$ cat src/rtl/tick_timer_pkg.sv
package tick_timer_pkg;
    localparam int unsigned ADDR_W   = 2;
    localparam logic [ADDR_W-1:0] A_CTRL = 2'd0;
    localparam logic [ADDR_W-1:0] A_LOAD = 2'd1;
    localparam logic [ADDR_W-1:0] A_CUR  = 2'd2;

    localparam int unsigned B_RUN  = 0;
    localparam int unsigned B_IE   = 1;
    localparam int unsigned B_SRC  = 2;
    localparam int unsigned B_FLAG = 16;

    typedef struct packed {
        logic run;
        logic ie;
        logic src;
        logic flag;
        logic irq;
    } ctl_t;
endpackage

$ cat src/rtl/tick_sync.sv
module tick_sync #(
    parameter int unsigned STAGES = 2
) (
    input  logic clk,
    input  logic rst_n,
    input  logic async_in,
    output logic rise
);
    typedef struct packed {
        logic [STAGES-1:0] chain;
        logic              last;
    } sync_t;

    sync_t st_d, st_q;

    generate
        for (genvar i = 0; i < STAGES; i++) begin : g_stage
            if (i == 0) begin : g_first
                assign st_d.chain[0] = async_in;
            end else begin : g_rest
                assign st_d.chain[i] = st_q.chain[i-1];
            end
        end
    endgenerate

    assign st_d.last = st_q.chain[STAGES-1];
    assign rise      = st_q.chain[STAGES-1] & ~st_q.last;

    always_ff @(posedge clk or negedge rst_n) begin
        if (!rst_n) st_q <= '0;
        else        st_q <= st_d;
    end

    assert_rise_single_R8: assert property (@(posedge clk) disable iff (!rst_n)
        rise |=> !rise);
endmodule

$ cat src/rtl/tick_count.sv
module tick_count #(
    parameter int unsigned CNT_W = 24
) (
    input  logic             clk,
    input  logic             rst_n,
    input  logic             tick,
    input  logic             clr,
    input  logic [CNT_W-1:0] reload,
    output logic [CNT_W-1:0] cnt,
    output logic             wrap
);
    localparam logic [CNT_W-1:0] ONE = {{(CNT_W-1){1'b0}}, 1'b1};

    typedef struct packed {
        logic [CNT_W-1:0] cnt;
    } cnt_t;

    cnt_t st_d, st_q;

    always_comb begin
        st_d = st_q;
        wrap = 1'b0;
        if (clr) begin
            st_d.cnt = '0;
        end else if (tick) begin
            if (st_q.cnt == '0) begin
                st_d.cnt = reload;
            end else begin
                st_d.cnt = st_q.cnt - ONE;
                wrap     = (st_q.cnt == ONE);
            end
        end
    end

    always_ff @(posedge clk or negedge rst_n) begin
        if (!rst_n) st_q <= '0;
        else        st_q <= st_d;
    end

    assign cnt = st_q.cnt;

    assert_step_down_R1: assert property (@(posedge clk) disable iff (!rst_n)
        (tick && !clr && st_q.cnt != '0) |=> (st_q.cnt == $past(st_q.cnt) - ONE));
    assert_hold_idle_R1: assert property (@(posedge clk) disable iff (!rst_n)
        (!tick && !clr) |=> $stable(st_q.cnt));
    assert_zero_reload_R7: assert property (@(posedge clk) disable iff (!rst_n)
        (reload == '0 && st_q.cnt == '0) |=> (st_q.cnt == '0));
    assert_clear_R6: assert property (@(posedge clk) disable iff (!rst_n)
        clr |=> (st_q.cnt == '0));
endmodule

$ cat src/rtl/tick_csr.sv
module tick_csr
    import tick_timer_pkg::*;
#(
    parameter int unsigned CNT_W  = 24,
    parameter int unsigned DATA_W = 32
) (
    input  logic              clk,
    input  logic              rst_n,
    input  logic              wr,
    input  logic              rd,
    input  logic [ADDR_W-1:0] addr,
    input  logic [DATA_W-1:0] wdata,
    input  logic              ext_rise,
    input  logic              wrap,
    output logic              tick,
    output logic              clr,
    output logic [CNT_W-1:0]  reload,
    output ctl_t              ctl
);
    localparam ctl_t CTL_RST = '{run: 1'b0, ie: 1'b0, src: 1'b1, flag: 1'b0, irq: 1'b0};

    ctl_t             ctl_d, ctl_q;
    logic [CNT_W-1:0] load_d, load_q;
    logic             unused_wdata;

    assign unused_wdata = ^wdata[DATA_W-1:CNT_W];
    assign tick = ctl_q.run & (ctl_q.src | ext_rise);
    assign clr  = wr && (addr == A_CUR);

    always_comb begin
        ctl_d     = ctl_q;
        load_d    = load_q;
        ctl_d.irq = wrap & ctl_q.ie;
        if (wr && addr == A_CTRL) begin
            ctl_d.run = wdata[B_RUN];
            ctl_d.ie  = wdata[B_IE];
            ctl_d.src = wdata[B_SRC];
        end
        if (wr && addr == A_LOAD) begin
            load_d = wdata[CNT_W-1:0];
        end
        if (clr) begin
            ctl_d.flag = 1'b0;
        end else if (wrap) begin
            ctl_d.flag = 1'b1;
        end else if (rd && addr == A_CTRL) begin
            ctl_d.flag = 1'b0;
        end
    end

    always_ff @(posedge clk or negedge rst_n) begin
        if (!rst_n) begin
            ctl_q  <= CTL_RST;
            load_q <= '0;
        end else begin
            ctl_q  <= ctl_d;
            load_q <= load_d;
        end
    end

    assign ctl    = ctl_q;
    assign reload = load_q;

    assert_irq_has_flag_R4: assert property (@(posedge clk) disable iff (!rst_n)
        ctl_q.irq |-> ctl_q.flag);
    assert_irq_pulse_R4: assert property (@(posedge clk) disable iff (!rst_n)
        ctl_q.irq |=> !ctl_q.irq);
    assert_irq_gated_R4: assert property (@(posedge clk) disable iff (!rst_n)
        ctl_q.irq |-> $past(ctl_q.ie));
    assert_clr_quiet_R6: assert property (@(posedge clk) disable iff (!rst_n)
        clr |=> (!ctl_q.flag && !ctl_q.irq));
    assert_read_clears_R5: assert property (@(posedge clk) disable iff (!rst_n)
        (rd && addr == A_CTRL && !wrap) |=> !ctl_q.flag);
endmodule

$ cat src/rtl/tick_timer.sv
module tick_timer
    import tick_timer_pkg::*;
#(
    parameter int unsigned CNT_W    = 24,
    parameter int unsigned DATA_W   = 32,
    parameter int unsigned SYNC_STG = 2
) (
    input  logic              clk,
    input  logic              rst_n,
    input  logic              ext_tick,
    input  logic              bus_wr,
    input  logic              bus_rd,
    input  logic [ADDR_W-1:0] bus_addr,
    input  logic [DATA_W-1:0] bus_wdata,
    output logic [DATA_W-1:0] bus_rdata,
    output logic              irq
);
    logic             ext_rise, tick, clr, wrap;
    logic [CNT_W-1:0] reload, cnt;
    ctl_t             ctl;

    tick_sync #(.STAGES(SYNC_STG)) u_sync (
        .clk(clk), .rst_n(rst_n), .async_in(ext_tick), .rise(ext_rise)
    );

    tick_csr #(.CNT_W(CNT_W), .DATA_W(DATA_W)) u_csr (
        .clk(clk), .rst_n(rst_n), .wr(bus_wr), .rd(bus_rd), .addr(bus_addr),
        .wdata(bus_wdata), .ext_rise(ext_rise), .wrap(wrap), .tick(tick),
        .clr(clr), .reload(reload), .ctl(ctl)
    );

    tick_count #(.CNT_W(CNT_W)) u_cnt (
        .clk(clk), .rst_n(rst_n), .tick(tick), .clr(clr), .reload(reload),
        .cnt(cnt), .wrap(wrap)
    );

    always_comb begin
        bus_rdata = '0;
        case (bus_addr)
            A_CTRL: begin
                bus_rdata[B_RUN]  = ctl.run;
                bus_rdata[B_IE]   = ctl.ie;
                bus_rdata[B_SRC]  = ctl.src;
                bus_rdata[B_FLAG] = ctl.flag;
            end
            A_LOAD:  bus_rdata = {{(DATA_W-CNT_W){1'b0}}, reload};
            A_CUR:   bus_rdata = {{(DATA_W-CNT_W){1'b0}}, cnt};
            default: bus_rdata = '0;
        endcase
    end

    assign irq = ctl.irq;

    assert_flag_at_zero_R2: assert property (@(posedge clk) disable iff (!rst_n)
        $rose(ctl.flag) |-> (cnt == '0));
    assert_reload_step_R3: assert property (@(posedge clk) disable iff (!rst_n)
        (tick && !clr && cnt == '0) |=> (cnt == $past(reload)));
endmodule

$ cat config.mk
export PLATFORM = sky130hd
export DESIGN_NAME = tick_timer
export DESIGN_NICKNAME = d
export VERILOG_FILES = /design/src/rtl/tick_timer_pkg.sv /design/src/rtl/tick_sync.sv /design/src/rtl/tick_count.sv /design/src/rtl/tick_csr.sv /design/src/rtl/tick_timer.sv
export SDC_FILE = /design/constraint.sdc
export NUM_CORES = 1
export LEC_CHECK = 0
export BUFFER_PORTS_ARGS = -buffer_cell sky130_fd_sc_hd__buf_4
export CORE_MARGIN = 1
export CORE_UTILIZATION = 50
export CTS_BUF_LIST = sky130_fd_sc_hd__clkbuf_2 sky130_fd_sc_hd__clkbuf_4 sky130_fd_sc_hd__clkbuf_8
export DETAILED_ROUTE_END_ITERATION = 8
export MAX_ROUTING_LAYER = met4
export PLACE_DENSITY = 0.74
export SLEW_MARGIN = 20
export SYNTH_ARGS = -nofsm -noshare
export SYNTH_HDL_FRONTEND = slang
export SYNTH_SLANG_ARGS = --single-unit
$ cat constraint.sdc
create_clock -name clk -period 7 [get_ports clk]
set_input_delay 0.35 -clock clk [delete_from_list [all_inputs] [get_ports clk]]
set_output_delay 0.35 -clock clk [all_outputs]
set_load 0.03 [all_outputs]
Word level (Yosys, flattened, before mapping)

Cells that the tools add are included.

Logic and storage cells: 39
Bits of input ports: 39
Output and inout bits: 33
Register bits after elaboration: 56

Mux-type cells: 13
Equal/unequal tests: 3
Bitwise gates (word level): 5
Add/subtract/negate cells: 1
Reductions and logical operators: 8

Operators by type and width:

| kind                  | number |
|---|---|
| $mux 24               | 3 |
| $pmux 13 s2           | 1 |
| $eq 24x1->1 const B   | 1 |
| $logic_not 24->1      | 1 |
| $sub 24x1->24 const B | 1 |
| $pmux 7 s2            | 1 |
| $pmux 3 s3            | 1 |
| $mux 1                | 6 |
| $logic_and 1x1->1     | 4 |
| $and 1x1->1           | 3 |
| $pmux 1 s3            | 1 |
| $reduce_bool 3->1     | 1 |
| $eq 2x1->1 const B    | 1 |
| $eq 2x2->1 const B    | 1 |
| $logic_not 2->1       | 1 |
| $reduce_bool 2->1     | 1 |
| $not 1->1             | 1 |
| $or 1x1->1            | 1 |

Logic depth before layout (Yosys ltp)

Word-level depth: 8
Mapped depth: 8

Hierarchy

From an unflattened synthesis, not the netlist that was laid out.

Cell total of the unflattened synthesis: 348
Area, all modules: 3624.7 sq um

By module, submodules not included:

| module     | times used | cells each | area each (sq um) |
|---|---|---|---|
| tick_count | 1          | 209        | 1838.0 |
| tick_csr   | 1          | 66         | 1201.2 |
| tick_timer | 1          | 69         | 496.7 |
| tick_sync  | 1          | 4          | 88.8 |

Least setup slack after synthesis

Ideal clock, no wire load.

Path kind: register to register
Start: register u_cnt.st_q (netlist bit u_cnt.cnt[0])
End: register u_cnt.st_q (netlist bit u_cnt.cnt[12])
Buffers on the path: 1
Period minus slack after synthesis: 2415 ps
Cell stages (with the launch flop): 9
Slack: 4585 ps
Setup time: 120 ps
Data arrival time: 2294 ps
Cells stage by stage: dfrtp_1 -> inv_1 -> ha_1 -> or3b_2 -> clkbuf_1 -> or3_1 -> a2111oi_0 -> o22ai_1 -> o211a_1

Cells in the longest elaborated chain, start to end: 4
Elaborated cells on any way between the ends: 5

Ends and longest elaborated chain:

| what                                                     | RTL line                           | RTL |
|---|---|---|
| from (decl)                                              | tick_count.sv:18                   | `cnt_t st_d, st_q;` |
| from (signal assigned)                                   | tick_count.sv:37                   | `else st_q <= st_d;` |
| $sub 24x1->24 / $logic_not 24->1 (equally long branches) | tick_count.sv:29, tick_count.sv:26 |  |
| $mux 24 *                                                | tick_count.sv:26                   | `if (st_q.cnt == '0) begin` |
| $mux 24 *                                                | tick_count.sv:25                   | `end else if (tick) begin` |
| $mux 24 *                                                | tick_count.sv:23                   | `if (clr) begin` |

Every way passes the cells marked *; elsewhere a longest branch is shown, timed or not. The select of a mux whose other input is x is not followed.
A chain may end at the register's enable or synchronous reset.

Worst setup path after layout

Start: register u_cnt.st_q (netlist bit u_cnt.cnt[18])
End: register u_cnt.st_q (netlist bit u_cnt.cnt[8])

Cells in the longest elaborated chain, start to end: 4

Ends and longest elaborated chain:

| what             | RTL line |
|---|---|
| $logic_not 24->1 | tick_count.sv:26 |
| $mux 24          | tick_count.sv:26 |
| $mux 24          | tick_count.sv:25 |
| $mux 24          | tick_count.sv:23 |

No other way between the ends. The select of a mux whose other input is x is not followed.

==> summary.md <==
| Metric | Value |
|---|---|
| Status | `finished, final reports clean` |
| Ys async rst share | `between 90% and 100%` |
| Drt drc | `0` |
| First-pass GRT wire length | `about 15000 um` |
| Hold WS | `92.4 ps` |
| Site Rows | `29` |
| Slew HR | `between 30% and 40%` |
| WP buf/inv | `0` |
| Final Max Tran Viols | `0` |
| RSZ-0062 raised after global routing | `no` |
| Synth cell types | `53` |
| Core area | `approximately 0.0065 mm^2` |
| Die ar. | `about 0.0072 mm^2` |
| Fmax | `340 MHz` |
| Worst-skew pair later-pin latency | `310 ps` |
| Hold-fix buffers at CTS | `0` |
| Clk slew on worst S/H paths | `100 ps` |
| Critical-path top delay cell | `or4_1` |
| Layout fillers | `around 570` |
| Post-synth top area cell | `dfrtp_1` |
| Power Total | `between 0.001 and 0.0015 W` |
| CP max stage delay | `about 730 ps` |
| Final Core Density | `between 60 and 70%` |
| Synth top area share | `around 40%` |
| # diodes | `0` |
| Routed vias | `~3000` |
| TritonCTS Buffers | `5` |
| Setup ws final | `4060 ps` |
| Post-Synthesis Cells | `350` |
| WP data arrival | `about 3200 ps` |
| Worst Setup End Kind | `flip-flop` |
| Post-DP HPWL | `~6300 um` |
| Number of setup buffers added after CTS | `0` |
| CTS resizes | `0` |
| #FFs+latches synth | `56` |
| Hold WC Path Type | `input port to async pin` |
| Pwr dens | `about 290 mW/mm^2` |
| Req. time, crit path | `7210 ps` |
| Initial antenna violation count | `0` |
| CTS Root Cell | `clkbuf_8` |
| Setup CP Type | `flip-flop to flip-flop` |
| Worst Skew | `around 8.5 ps` |
| Die span in x | `roughly 85 um` |
| Die H | `about 85 um` |
| Final hold vios | `0` |
| CTS Sinks | `56` |
| Layout cells sized above 1 | `a little over a quarter` |
| Final-report setup violation count | `0` |
| IO Pins | `slightly above 70` |
| Final Cycle Share | `42.0%` |
| Clock tree buffer depth | `2` |
| GRT Residual Overflow | `0` |
| Multi-input logic area | `0.00189 mm^2` |
| EDFF count, synth | `0` |
| Vias in the first global route | `~3000` |
| H-tree levels | `2` |
| Yosys warning count | `0` |
| Top_reg_cell synth | `dfrtp_1` |
| TritonCTS clock tree | `built` |
| CP max FO | `14` |
| Routed WL | `9300 um` |
| Mapped Area | `around 0.0035 mm^2` |
| Register area share after synthesis | `around two fifths` |
| Max cap viols | `0` |
| Place WS | `4000 ps` |
| Setup TNS | `0 ps` |
| LEAKAGE | `between 1.5 and 2 nW` |
| Synth area leaders | `dfrtp_1 (40%), mux2_2 (9.1%), a22oi_1 (4.6%)` |
| Least-Margin Pin Slew | `roughly 1000 ps` |
| DR iter-0 viols | `approximately 340` |
| Nets@finish | `431` |
| Starting Density | `53.2%` |
| Area Overhead vs Synth | `13.8%` |
| Worst VDD drop | `0.126 mV` |
| Pin count of the biggest net entering global routing | `57` |
| Worst setup SP type | `flip-flop` |
| Routed WL per cell | `about 20 um` |
| Sequential Area | `around 0.0014 mm^2` |
| Final worst path period need | `between 2000 and 3000 ps` |
| Synth Area per Inst | `approximately 10 um^2` |
| IO buf count | `55` |
| Drt via density | `about 6.6` |
| Total Routing Usage GR | `between 20% and 30%` |
| Critical path's top delay family | `simple AND/OR/NAND/NOR gates` |
| Antenna-violating nets left | `0` |
| Critical path cell sequence | `or4_1 -> nor4_4 -> nand3_2 -> mux2_1 -> a32o_1` |
| DRT Pass-1 Iters | `5` |
| RePlAce Congestion | `0.921` |
==> cell usage after synthesis, types with 2 or more instances <==
| master | n |
|---|---|
| ha_1 | 7 |
| buf_2 | 2 |
| or3_1 | 11 |
| nor4_4 | 3 |
| nor2_1 | 14 |
| a222oi_1 | 4 |
| inv_1 | 5 |
| a211oi_1 | 2 |
| o21ai_1 | 5 |
| buf_4 | 10 |
| nor4_1 | 5 |
| dfrtp_1 | 55 |
| a22oi_1 | 21 |
| nand3_1 | 8 |
| o31ai_1 | 4 |
| and4_1 | 2 |
| mux2i_1 | 8 |
| mux2_2 | 28 |
| nand4_1 | 6 |
| and3_1 | 3 |
| a31oi_1 | 4 |
| o21ai_0 | 12 |
| and2_1 | 3 |
| o21a_1 | 3 |
| a2bb2oi_1 | 2 |
| clkbuf_1 | 23 |
| o211a_1 | 2 |
| a32o_1 | 3 |
| o41ai_1 | 5 |
| or3b_2 | 2 |
| a21oi_1 | 8 |
| or4_1 | 7 |
| nor2b_1 | 21 |
| nand2_1 | 16 |
| o22ai_1 | 10 |
| nor3_1 | 9 |
==> worst register-to-register path, stage by stage (launching register included) <==
cell and delay, ps:
dfrtp_1 470, or4_1 730, nor4_4 540, nand3_2 450, mux2_1 460, a32o_1 200
==> report_power, final <==
| group | internal [W] | switching (W) | total (W) |
|---|---|---|---|
| Combinational | 0.000182 | 0.000273 | 0.000455 |
| Clock | 0.0000889 | 0.000105 | 0.000194 |
| Sequential | 0.000389 | 0.0000963 | 0.000486 |
==> registers in the layout (all words and copies together) (netlist names) <==
signal        flops
u_sync.st_q       1
u_cnt.cnt        24
u_sync.st_d       2
u_csr.reload     24
u_csr.ctl         5
==> routing by layer <==
layer / routed length, um / track usage [%]
met3: 563 / 3.11
met2: 4430 / 43.0
met1: 4160 / 38.4
met5: 0 / -
met4: 144 / 9.86
==> kinds of logic after synthesis <==
logic type	share of synthesized area, %
AOI/OAI and AO/OA	18.7
and+or+nand+nor	20.7
adders and majority gates	2.54
DFF	40.6
buffers and inverters	5.61
muxes	11.8
other	0.109
==> metrics by stage <==
step                cell area, um^2  std cells
finish                         3930        463
global placement               3830        455
floorplan                      3480        357
CTS                            3930        463
global route                   3930        463
detailed placement             3830        455
==> cell usage in the layout (no fill, tap or decap), types with 5 or more instances in the layout <==
cell type  count
a21oi_1        8
a22oi_1       21
buf_4         57
clkbuf_8       6
conb_1         8
dfrtp_1       55
ha_1           7
inv_1          5
mux2_2        28
mux2i_1        8
nand2_1       15
nand3_1        8
nand4_1        6
nor2_1        14
nor2b_1       21
nor3_1         9
nor4_1         5
o21ai_0       12
o21ai_1        5
o22ai_1       10
o41ai_1        5
or3_1         11
or4_1          7
==> final cells by class <==
type | count | area share [%]
multi-input combinational | 260 | 48.0
sequential | 56 | 35.7
timing repair buffer | 57 | 10.9
clock buffer | 8 | 2.48
tap | 77 | 2.45
inverter | 5 | 0.478
==> path summary, 6_finish.rpt <==
kind	start	endpoint	slack (ps)	cells after the start
min in group clk	ext_tick	u_sync.st_d[2]$_DFF_PN0_	140	1
worst max-delay path	u_cnt.cnt[18]$_DFFE_PN0P_	u_cnt.cnt[8]$_DFFE_PN0P_	4060	5
worst min register to register	u_sync.st_d[2]$_DFF_PN0_	u_sync.st_d[0]$_DFF_PN0_	360	0
worst max register to register	u_cnt.cnt[18]$_DFFE_PN0P_	u_cnt.cnt[8]$_DFFE_PN0P_	4060	5
max in group asynchronous	rst_n	u_cnt.cnt[15]$_DFFE_PN0P_	6430	1
worst min-delay path	rst_n	u_csr.ctl[0]$_DFF_PN0_	90	1
Note: power is estimated with default switching activity, not from simulation.
